File: config.mk
export PLATFORM = sky130hd
export DESIGN_NAME = alu_status_unit
export DESIGN_NICKNAME = d
export VERILOG_FILES = /design/src/rtl/alu_flags_pkg.sv /design/src/rtl/alu_datapath.sv /design/src/rtl/alu_flag_next.sv /design/src/rtl/alu_status_unit.sv
export SDC_FILE = /design/constraint.sdc
export NUM_CORES = 1
export LEC_CHECK = 0
export BUFFER_PORTS_ARGS = -buffer_cell sky130_fd_sc_hd__buf_2
export CAP_MARGIN = 20
export CORE_MARGIN = 4
export CORE_UTILIZATION = 55
export DETAILED_ROUTE_END_ITERATION = 16
export GPL_TIMING_DRIVEN = 0
export PLACE_DENSITY = 0.82
export SLEW_MARGIN = 40
export SYNTH_ARGS = -nofsm -noshare
export SYNTH_HDL_FRONTEND = slang
export SYNTH_SLANG_ARGS = --single-unit
File: constraint.sdc
create_clock -name clk -period 12.2 [get_ports clk]
set_input_delay 0.61 -clock clk [delete_from_list [all_inputs] [get_ports clk]]
set_output_delay 0.61 -clock clk [all_outputs]
set_load 0.05 [all_outputs]
File: src/rtl/alu_flags_pkg.sv
package alu_flags_pkg;

    typedef enum logic [3:0] {
        OP_ADD = 4'd0,
        OP_SUB = 4'd1,
        OP_INC = 4'd2,
        OP_DEC = 4'd3,
        OP_AND = 4'd4,
        OP_OR  = 4'd5,
        OP_XOR = 4'd6
    } alu_op_e;

    typedef enum logic [1:0] {
        CLS_NONE  = 2'd0,
        CLS_ARITH = 2'd1,
        CLS_STEP  = 2'd2,
        CLS_LOGIC = 2'd3
    } op_class_e;

    typedef enum logic [1:0] {
        CTL_TRAP = 2'd0,
        CTL_IEN  = 2'd1,
        CTL_DIR  = 2'd2,
        CTL_NOP  = 2'd3
    } ctl_sel_e;

    typedef struct packed {
        logic ovf;
        logic sgn;
        logic zro;
        logic par;
        logic aux;
        logic cry;
    } status_t;

    typedef struct packed {
        logic dir;
        logic ien;
        logic trap;
    } control_t;

    typedef struct packed {
        control_t ctl;
        status_t  st;
    } flag_word_t;

endpackage

File: src/rtl/alu_datapath.sv
module alu_datapath
    import alu_flags_pkg::*;
#(
    parameter int unsigned DATA_W  = 16,
    parameter int unsigned BYTE_W  = 8,
    parameter int unsigned AUX_POS = 4
) (
    input  logic [3:0]        op_i,
    input  logic              byte_mode_i,
    input  logic [DATA_W-1:0] a_i,
    input  logic [DATA_W-1:0] b_i,
    output logic [DATA_W-1:0] result_o,
    output status_t           raw_o,
    output op_class_e         cls_o
);
    localparam int unsigned EXT_W = DATA_W + 1;
    localparam logic [DATA_W-1:0] BYTE_MASK = {{(DATA_W-BYTE_W){1'b0}}, {BYTE_W{1'b1}}};
    localparam logic [DATA_W-1:0] ONE       = {{(DATA_W-1){1'b0}}, 1'b1};

    logic [DATA_W-1:0] mask;
    logic [DATA_W-1:0] opa, opb;
    logic [EXT_W-1:0]  sum_w, diff_w, wide;
    logic [DATA_W-1:0] res;
    logic [DATA_W-1:0] aux_vec;
    logic              is_sub;
    logic              a_top, b_top, r_top;

    always_comb begin
        mask   = byte_mode_i ? BYTE_MASK : '1;
        opa    = a_i & mask;
        opb    = ((op_i == OP_INC) || (op_i == OP_DEC)) ? ONE : (b_i & mask);
        sum_w  = {1'b0, opa} + {1'b0, opb};
        diff_w = {1'b0, opa} - {1'b0, opb};
        is_sub = 1'b0;
        cls_o  = CLS_NONE;
        wide   = {1'b0, a_i};
        case (op_i)
            OP_ADD: begin wide = sum_w;  cls_o = CLS_ARITH; end
            OP_SUB: begin wide = diff_w; cls_o = CLS_ARITH; is_sub = 1'b1; end
            OP_INC: begin wide = sum_w;  cls_o = CLS_STEP; end
            OP_DEC: begin wide = diff_w; cls_o = CLS_STEP;  is_sub = 1'b1; end
            OP_AND: begin wide = {1'b0, opa & opb}; cls_o = CLS_LOGIC; end
            OP_OR:  begin wide = {1'b0, opa | opb}; cls_o = CLS_LOGIC; end
            OP_XOR: begin wide = {1'b0, opa ^ opb}; cls_o = CLS_LOGIC; end
            default: ;
        endcase
        res      = (cls_o == CLS_NONE) ? a_i : (wide[DATA_W-1:0] & mask);
        result_o = res;

        a_top   = byte_mode_i ? opa[BYTE_W-1] : opa[DATA_W-1];
        b_top   = byte_mode_i ? opb[BYTE_W-1] : opb[DATA_W-1];
        r_top   = byte_mode_i ? res[BYTE_W-1] : res[DATA_W-1];
        aux_vec = opa ^ opb ^ res;

        raw_o.cry = byte_mode_i ? wide[BYTE_W] : wide[DATA_W];
        raw_o.aux = aux_vec[AUX_POS];
        raw_o.par = ~^res[BYTE_W-1:0];
        raw_o.zro = (res == '0);
        raw_o.sgn = r_top;
        raw_o.ovf = is_sub ? ((a_top != b_top) && (r_top != a_top))
                           : ((a_top == b_top) && (r_top != a_top));
    end

endmodule

File: src/rtl/alu_flag_next.sv
module alu_flag_next
    import alu_flags_pkg::*;
(
    input  flag_word_t cur_i,
    input  status_t    raw_i,
    input  op_class_e  cls_i,
    input  logic       flag_we_i,
    input  logic       ctl_we_i,
    input  logic [1:0] ctl_sel_i,
    input  logic       ctl_val_i,
    output flag_word_t nxt_o
);
    always_comb begin
        nxt_o = cur_i;
        if (flag_we_i) begin
            case (cls_i)
                CLS_ARITH: nxt_o.st = raw_i;
                CLS_STEP: begin
                    nxt_o.st     = raw_i;
                    nxt_o.st.cry = cur_i.st.cry;
                end
                CLS_LOGIC: begin
                    nxt_o.st     = raw_i;
                    nxt_o.st.cry = 1'b0;
                    nxt_o.st.ovf = 1'b0;
                    nxt_o.st.aux = cur_i.st.aux;
                end
                default: ;
            endcase
        end
        if (ctl_we_i) begin
            case (ctl_sel_i)
                CTL_TRAP: nxt_o.ctl.trap = ctl_val_i;
                CTL_IEN:  nxt_o.ctl.ien  = ctl_val_i;
                CTL_DIR:  nxt_o.ctl.dir  = ctl_val_i;
                default: ;
            endcase
        end
    end

endmodule

File: src/rtl/alu_status_unit.sv
module alu_status_unit
    import alu_flags_pkg::*;
#(
    parameter int unsigned DATA_W = 16,
    parameter int unsigned BYTE_W = 8
) (
    input  logic              clk,
    input  logic              rst,
    input  logic [3:0]        op_i,
    input  logic              byte_mode_i,
    input  logic [DATA_W-1:0] a_i,
    input  logic [DATA_W-1:0] b_i,
    input  logic              flag_we_i,
    input  logic              ctl_we_i,
    input  logic [1:0]        ctl_sel_i,
    input  logic              ctl_val_i,
    output logic [DATA_W-1:0] result_o,
    output logic [8:0]        flags_o
);
    typedef struct packed {
        flag_word_t flags;
    } state_t;

    state_t     state_d, state_q;
    status_t    raw_w;
    op_class_e  cls_w;
    flag_word_t nxt_w;

    alu_datapath #(
        .DATA_W (DATA_W),
        .BYTE_W (BYTE_W)
    ) u_datapath (
        .op_i        (op_i),
        .byte_mode_i (byte_mode_i),
        .a_i         (a_i),
        .b_i         (b_i),
        .result_o    (result_o),
        .raw_o       (raw_w),
        .cls_o       (cls_w)
    );

    alu_flag_next u_flag_next (
        .cur_i     (state_q.flags),
        .raw_i     (raw_w),
        .cls_i     (cls_w),
        .flag_we_i (flag_we_i),
        .ctl_we_i  (ctl_we_i),
        .ctl_sel_i (ctl_sel_i),
        .ctl_val_i (ctl_val_i),
        .nxt_o     (nxt_w)
    );

    always_comb begin
        state_d       = state_q;
        state_d.flags = nxt_w;
    end

    always_ff @(posedge clk) begin
        if (rst) state_q <= '0;
        else     state_q <= state_d;
    end

    assign flags_o = state_q.flags;

endmodule

* Yosys cells after proc, flatten, opt, wreduce, memory -nomap -nowiden *
Cells that the tools add are included.

word-level totals
  output and inout port bits = 25
  input bits = 44
  register bits after elaboration = 9
  logic and storage cells = 68

cells by class
  reductions and logical operators = 22
  bitwise gates (word level) = 9
  $add $sub $neg = 2
  equality and inequality tests = 14
  multiplexer cells = 12

operators by type and width
  kind                                                 count
  one-hot mux 17 bit (5 select lines)                  1
  bitwise AND 16 bit                                   4
  two-way mux 16 bit                                   3
  one-hot mux 6 bit (3 select lines)                   1
  adder 16 x 16 -> 17 bit                              1
  subtractor 16 x 16 -> 17 bit                         1
  zero test 16 bit                                     1
  bitwise OR 16 bit                                    1
  XOR 16 bit                                           1
  equality test 4 x 3 -> 1 bit, second input constant  3
  equality test 4 x 2 -> 1 bit, second input constant  2
  AND reduction 2 bit                                  4
  OR reduction 2 bit                                   4
  XNOR reduction 8 bit                                 1
  equality test 2 bit, second input constant           3
  two-way mux 1 bit                                    6
  one-hot mux 2 bit (3 select lines)                   1
  AND reduction 3 bit                                  2
  XOR 5 bit                                            1
  equality test 2 x 1 -> 1 bit, second input constant  2
  equality test 4 x 1 -> 1 bit, second input constant  1
  zero test 2 bit                                      2
  zero test 4 bit                                      1
  nonzero test 2 bit                                   2
  7 further kinds                                      10

* Depth between registers and ports, before layout *
  depth after elaboration = 12
  depth in mapped cells = 22
  depth with buffers taken out = 20

* Hierarchy *
A second synthesis with hierarchy kept.

unflattened totals
  cell total of the unflattened synthesis = 457
  area, all modules = 3171.8 um^2

modules (own cells, without submodules)
  module           cells each  sequential area each (um^2)  times used  area an instance (um^2)
  alu_datapath     417         0.0                          1           2760.1
  alu_status_unit  18          180.2                        1           236.5
  alu_flag_next    22          0.0                          1           175.2

* Worst setup path before layout *
No wires, ideal clock.

  kind = input -> register
  start point = in op_i[3]
  end point = reg state_q, in the netlist flags_o[2]
  buffers on the path = 3
  data required time = 12073 ps
  setup slack = 6887 ps
  setup time = 127 ps
  cell stages on the path = 20
  arrival time = 5185 ps
  path through = clkbuf_1 > clkbuf_1 > nor2_1 > and2_1 > clkbuf_1 > a21oi_1 > o221ai_1 > ha_1 > nor2b_1 > o21a_1 > o21ai_0 > a21oi_1 > o32ai_1 > inv_1 > ha_1 > xnor2_1 > xnor2_1 > nor2_1 > a21oi_1 > nor2_1

on the way
  longest elaborated chain between the ends = 9
  elaborated cells between the ends (all ways) = 31
  those cells by class = add/sub (2); eq/ne (9); mux (5); bitwise (4); reduce/logical (11)

RTL lines
  item                                                        line                                    text
  start, declared                                             alu_status_unit.sv:9                    input logic [3:0] op_i,
  equality test 4 x 2 -> 1 bit                                alu_datapath.sv:31, alu_datapath.sv:37
  logical OR 1 bit                                            alu_datapath.sv:31                      opb = ((op_i == OP_INC) || (op_i == OP_DEC)) ? ONE : (b_i & mask);
  two-way mux 16 bit                                          alu_datapath.sv:31
  subtractor 16 x 16 -> 17 bit, or another cell as far along  alu_datapath.sv:33                      diff_w = {1'b0, opa} - {1'b0, opb};
  one-hot mux 17 bit (5 select lines)                         alu_datapath.sv:37                      case (op_i)
  bitwise AND 16 bit                                          alu_datapath.sv:47                      res = (cls_o == CLS_NONE) ? a_i : (wide[DATA_W-1:0] & mask);
  two-way mux 16 bit *                                        alu_datapath.sv:47
  named net result_o[4]                                       alu_status_unit.sv:17                   output logic [DATA_W-1:0] result_o,
  XNOR reduction 8 bit *                                      alu_datapath.sv:57                      raw_o.par = ~^res[BYTE_W-1:0];
  one-hot mux 6 bit (3 select lines) *                        alu_flag_next.sv:16                     case (cls_i)
  end signal, assigned                                        alu_status_unit.sv:60                   else state_q <= state_d;
  end, declared                                               alu_status_unit.sv:24                   state_t state_d, state_q;

The timed path passes the listed nets; every way through them passes the cells marked *. The select of a mux whose other input is x is not followed.
A chain may end at the register's enable or synchronous reset.

* Final worst setup path *
  start point = in op_i[3]
  end point = reg state_q, in the netlist flags_o[3]

on the way
  longest elaborated chain between the ends = 9
  elaborated cells between the ends (all ways) = 31
  those cells by class = add/sub (2); eq/ne (9); mux (5); bitwise (4); reduce/logical (11)

RTL lines
  item                                                        line                                    text
  equality test 4 x 2 -> 1 bit                                alu_datapath.sv:31, alu_datapath.sv:37
  logical OR 1 bit                                            alu_datapath.sv:31
  two-way mux 16 bit                                          alu_datapath.sv:31
  subtractor 16 x 16 -> 17 bit, or another cell as far along  alu_datapath.sv:33
  one-hot mux 17 bit (5 select lines)                         alu_datapath.sv:37
  bitwise AND 16 bit                                          alu_datapath.sv:47
  two-way mux 16 bit                                          alu_datapath.sv:47
  zero test 16 bit                                            alu_datapath.sv:58                      raw_o.zro = (res == '0);
  one-hot mux 6 bit (3 select lines)                          alu_flag_next.sv:16

Parallel ways exist; a longest one is shown, timed or not. The select of a mux whose other input is x is not followed.

==> summary.md <==
| Metric | Value |
|---|---|
| Outcome | finished clean |
| Vias | 3702 |
| Net Switching | 0.000137 W |
| Initial Util | 57.1% |
| Max-cap violations | 0 |
| Total core area | 5540 um^2 |
| Combinational share of power | 74.6% |
| Power density cells | 71.8 nW/um^2 |
| Pre-CTS setup slack | 6.15 ns |
| Gr usage total | 26.9% |
| Netlist Area Pre-Place | 3160 um^2 |
| RSZ-0062 raised after global routing | no |
| Least-Margin Pin Slew | 0.719 ns |
| CTS tree | done |
| Total power | 0.000260 W |
| Setup TNS | 0 ns |
| Synthesized area per cell | 6.79 um^2 |
| DR pass1 iterations | 5 |
| Warning count from the yosys run | 0 |
| Post-Route WL | 9.87 mm |
| Rows | 27 |
| Worst EP arrival | 6.11 ns |
| Post-layout min period | 5.96 ns |
| Crit. End Element | flop |
| Synth cell types | 62 |
| Critical path cell sequence | clkbuf_1 -> clkbuf_1 -> nor2_1 -> and2_1 -> clkbuf_1 -> nor3_1 -> a211o_1 -> ha_1 -> o21a_1 -> o31a_1 -> o21a_1 -> nor2_1 -> xnor2_1 -> a221oi_1 -> ha_1 -> nand4_1 -> or3_1 -> a211oi_1 -> o2111ai_1 -> or4_1 -> o31ai_2 |
| Tcrit/Tclk final | 48.8% |
| Clock Latency Late Sink | 0.23 ns |
| Initial antenna violation count | 0 |
| H-tree depth | 1 |
| Max reg flops | 9 |
| Clk buf depth | 2 |
| Maximum clock rate | 0.168 GHz |
| Final core occ | 65.4% |
| P_leak | 1.87 nW |
| Clock-pin slew on the worst setup and hold paths | 0.04 ns |
| CTS buffer count | 3 |
| Nets | 633 |
| Synth async-reset ratio | 0% |
| Register bit total from synthesis | 9 |
| Grt ovf | 0 |
| Placer Congestion | 0.993 |
| Post-cts resize count | 0 |
| Chip width | 83.8 um |
| Cell family with most CP delay | simple AND/OR/NAND/NOR gates |
| Crit Path Max Fanout | 10 |
| VDD IR-drop max | 0.0722 mV |
| Hold Vio Cnt, Final | 0 |
| Int Pwr | 0.000123 W |
| Sw frac | 52.7% |
| Skew final | 0 ns |
| Crit-path max cell delay | 0.62 ns |
| WL per Instance | 16.3 um |
| Drt drc | 0 |
| Hold Path Class | reg -> reg |
| CP Data Required Time | 12.35 ns |
| Slew headroom | 51.7% |
| Setup Fix Bufs, Post-CTS | 0 |
| Layout area overhead | 14.6% |
| Sequential power share | 12.2% |
| Post-synth EDFFs | 0 |
| Clk root buf | clkbuf_8 |
| Share of layout cells above drive strength 1 | 15.9% |
| I/O Pins | 69 |
| Sequential area share after synthesis | 5.70% |
| First-pass GRT wire length | 15.9 mm |
| CP Launch Type | input pin |
| ANT nets after route | 0 |
| Clock power share | 13.2% |
| Final setup violation count | 0 |
| Setup CP Type | in -> reg |
| Ant diodes | 0 |
| CP max stage cell | nor2_1 |
| Port Buffers | 65 |
| Chip Height | 83.8 um |
| Clk sinks | 9 |
| Fin. max-slew vios | 0 |
| Die area | 7030 um^2 |
| CP Buf/Inv Count | 3 |
| Hold Buf Count CTS | 0 |
| Syn Nets | 563 |
| Vias per inst | 6.10 |
| Vias in the first global route | 3392 |
| Crit path top cell by count | clkbuf_1 |
| Post-DP HPWL | 8.04 mm |
| Ys flop type | dfxtp_1 |
| DR iter-0 viols | 350 |
| Maximum number of pins on one net before global-route repair | 11 |
| Post-Syn Instances | 466 |
| Setup WS post-layout | 6.24 ns |
## routing by layer
layer  up-vias  part of all wire, %  routed length, um  global-route usage [%]
met5         -                    0                  0                       0
met4         0                  2.2                214                    7.46
met3        28                  9.7                962                    2.37
met2       198                   45               4470                    44.8
met1      1706                   43               4220                    36.8
li1       1770                    -                  -                       -
## power by group through the flow
stage               clock network (W)  registers, W  logic (W)
finish                      0.0000342     0.0000318   0.000194
CTS                         0.0000344     0.0000318   0.000191
detailed placement                  0     0.0000323   0.000190
floorplan                           0     0.0000377   0.000137
global route                0.0000367     0.0000319   0.000210
global placement                    0     0.0000322   0.000184
## cell usage after synthesis, drive strengths merged (2+ instances only)
| cell | number | area share [%] |
|---|---|---|
| inv | 54 | 6.4 |
| nand2 | 54 | 6.4 |
| ha | 52 | 21 |
| nor2 | 36 | 4.3 |
| o21ai | 35 | 6.0 |
| a21oi | 34 | 5.6 |
| xnor2 | 19 | 5.3 |
| mux2i | 17 | 5.4 |
| clkbuf | 15 | 1.8 |
| nand2b | 15 | 3.0 |
| nor3 | 12 | 2.1 |
| a22oi | 10 | 2.4 |
| dfxtp | 9 | 5.7 |
| nand3 | 8 | 1.3 |
| o21a | 7 | 1.7 |
| xor2 | 7 | 1.9 |
| a211oi | 6 | 1.4 |
| a221oi | 6 | 1.9 |
| buf | 6 | 0.87 |
| or3 | 6 | 1.2 |
| and2 | 5 | 0.99 |
| nand3b | 5 | 1.2 |
| nor3b | 5 | 1.3 |
| a31oi | 4 | 0.79 |
| a21o | 3 | 0.71 |
| nor2b | 3 | 0.83 |
| o31ai | 3 | 0.87 |
| and3 | 2 | 0.40 |
| nand4 | 2 | 0.40 |
| nor4 | 2 | 0.40 |
| o2111ai | 2 | 0.55 |
| o211ai | 2 | 0.47 |
| o22a | 2 | 0.55 |
## metrics by stage
stage | instances | hold WS, ns | area [um^2]
5_1_grt | 607 | 0.485 | 3620
4_1_cts | 607 | 0.455 | 3620
2_1_floorplan | 466 | 0.667 | 3160
6_report | 607 | 0.457 | 3620
3_3_place_gp | 603 | 0.442 | 3580
3_5_place_dp | 603 | 0.448 | 3580
## cells in the final DEF (no fill, tap or decap), drive strengths merged, types with 7 or more instances in the layout
cell	synthesis	layout
a21oi	34	34
a22oi	10	10
buf	6	71
clkbuf	15	19
dfxtp	9	9
ha	52	52
inv	54	54
mux2i	17	17
nand2	54	54
nand2b	15	15
nand3	8	8
nor2	36	36
nor3	12	12
o21a	7	7
o21ai	35	35
xnor2	19	19
xor2	7	7
## worst reg2reg max path, delay by kind of cell (launching register included)
family           cells  cell delay (ns)
multiplexers         1             0.06
flip-flops           1             0.34
AND/OR/NAND/NOR      1             0.18
AO/OA/AOI/OAI        2             0.36
## kinds of logic (layout without fill, tap and decap cells)
group / count (synthesis) / after routing / share of synthesized area (%)
compound gates: 127 / 127 / 26.6
flops: 9 / 9 / 5.70
fa+ha+maj: 53 / 53 / 21.2
simple gates: 158 / 158 / 24.5
buf+inv: 75 / 144 / 9.06
xor+xnor: 26 / 26 / 7.20
mux: 18 / 18 / 5.74
## layout make-up
type                       instances  area [um^2]
inverter                          54          203
sequential                         9          180
timing repair buffer              65          325
buffer                            21         83.8
fill                             533         1920
multi-input combinational        382         2700
tap                               72         90.1
clock buffer                       4         45.0
## final timing paths
check | from | end | slack, ns | cells past startpoint
max | op_i[3] | flags_o[3] | 6.24 | 21
min | flags_o[1] | flags_o[1] | 0.46 | 2
max reg2reg | flags_o[5] | flags_o[5] | 11.17 | 4
min reg2reg | flags_o[1] | flags_o[1] | 0.46 | 2
(Power assumes the default switching activity.)
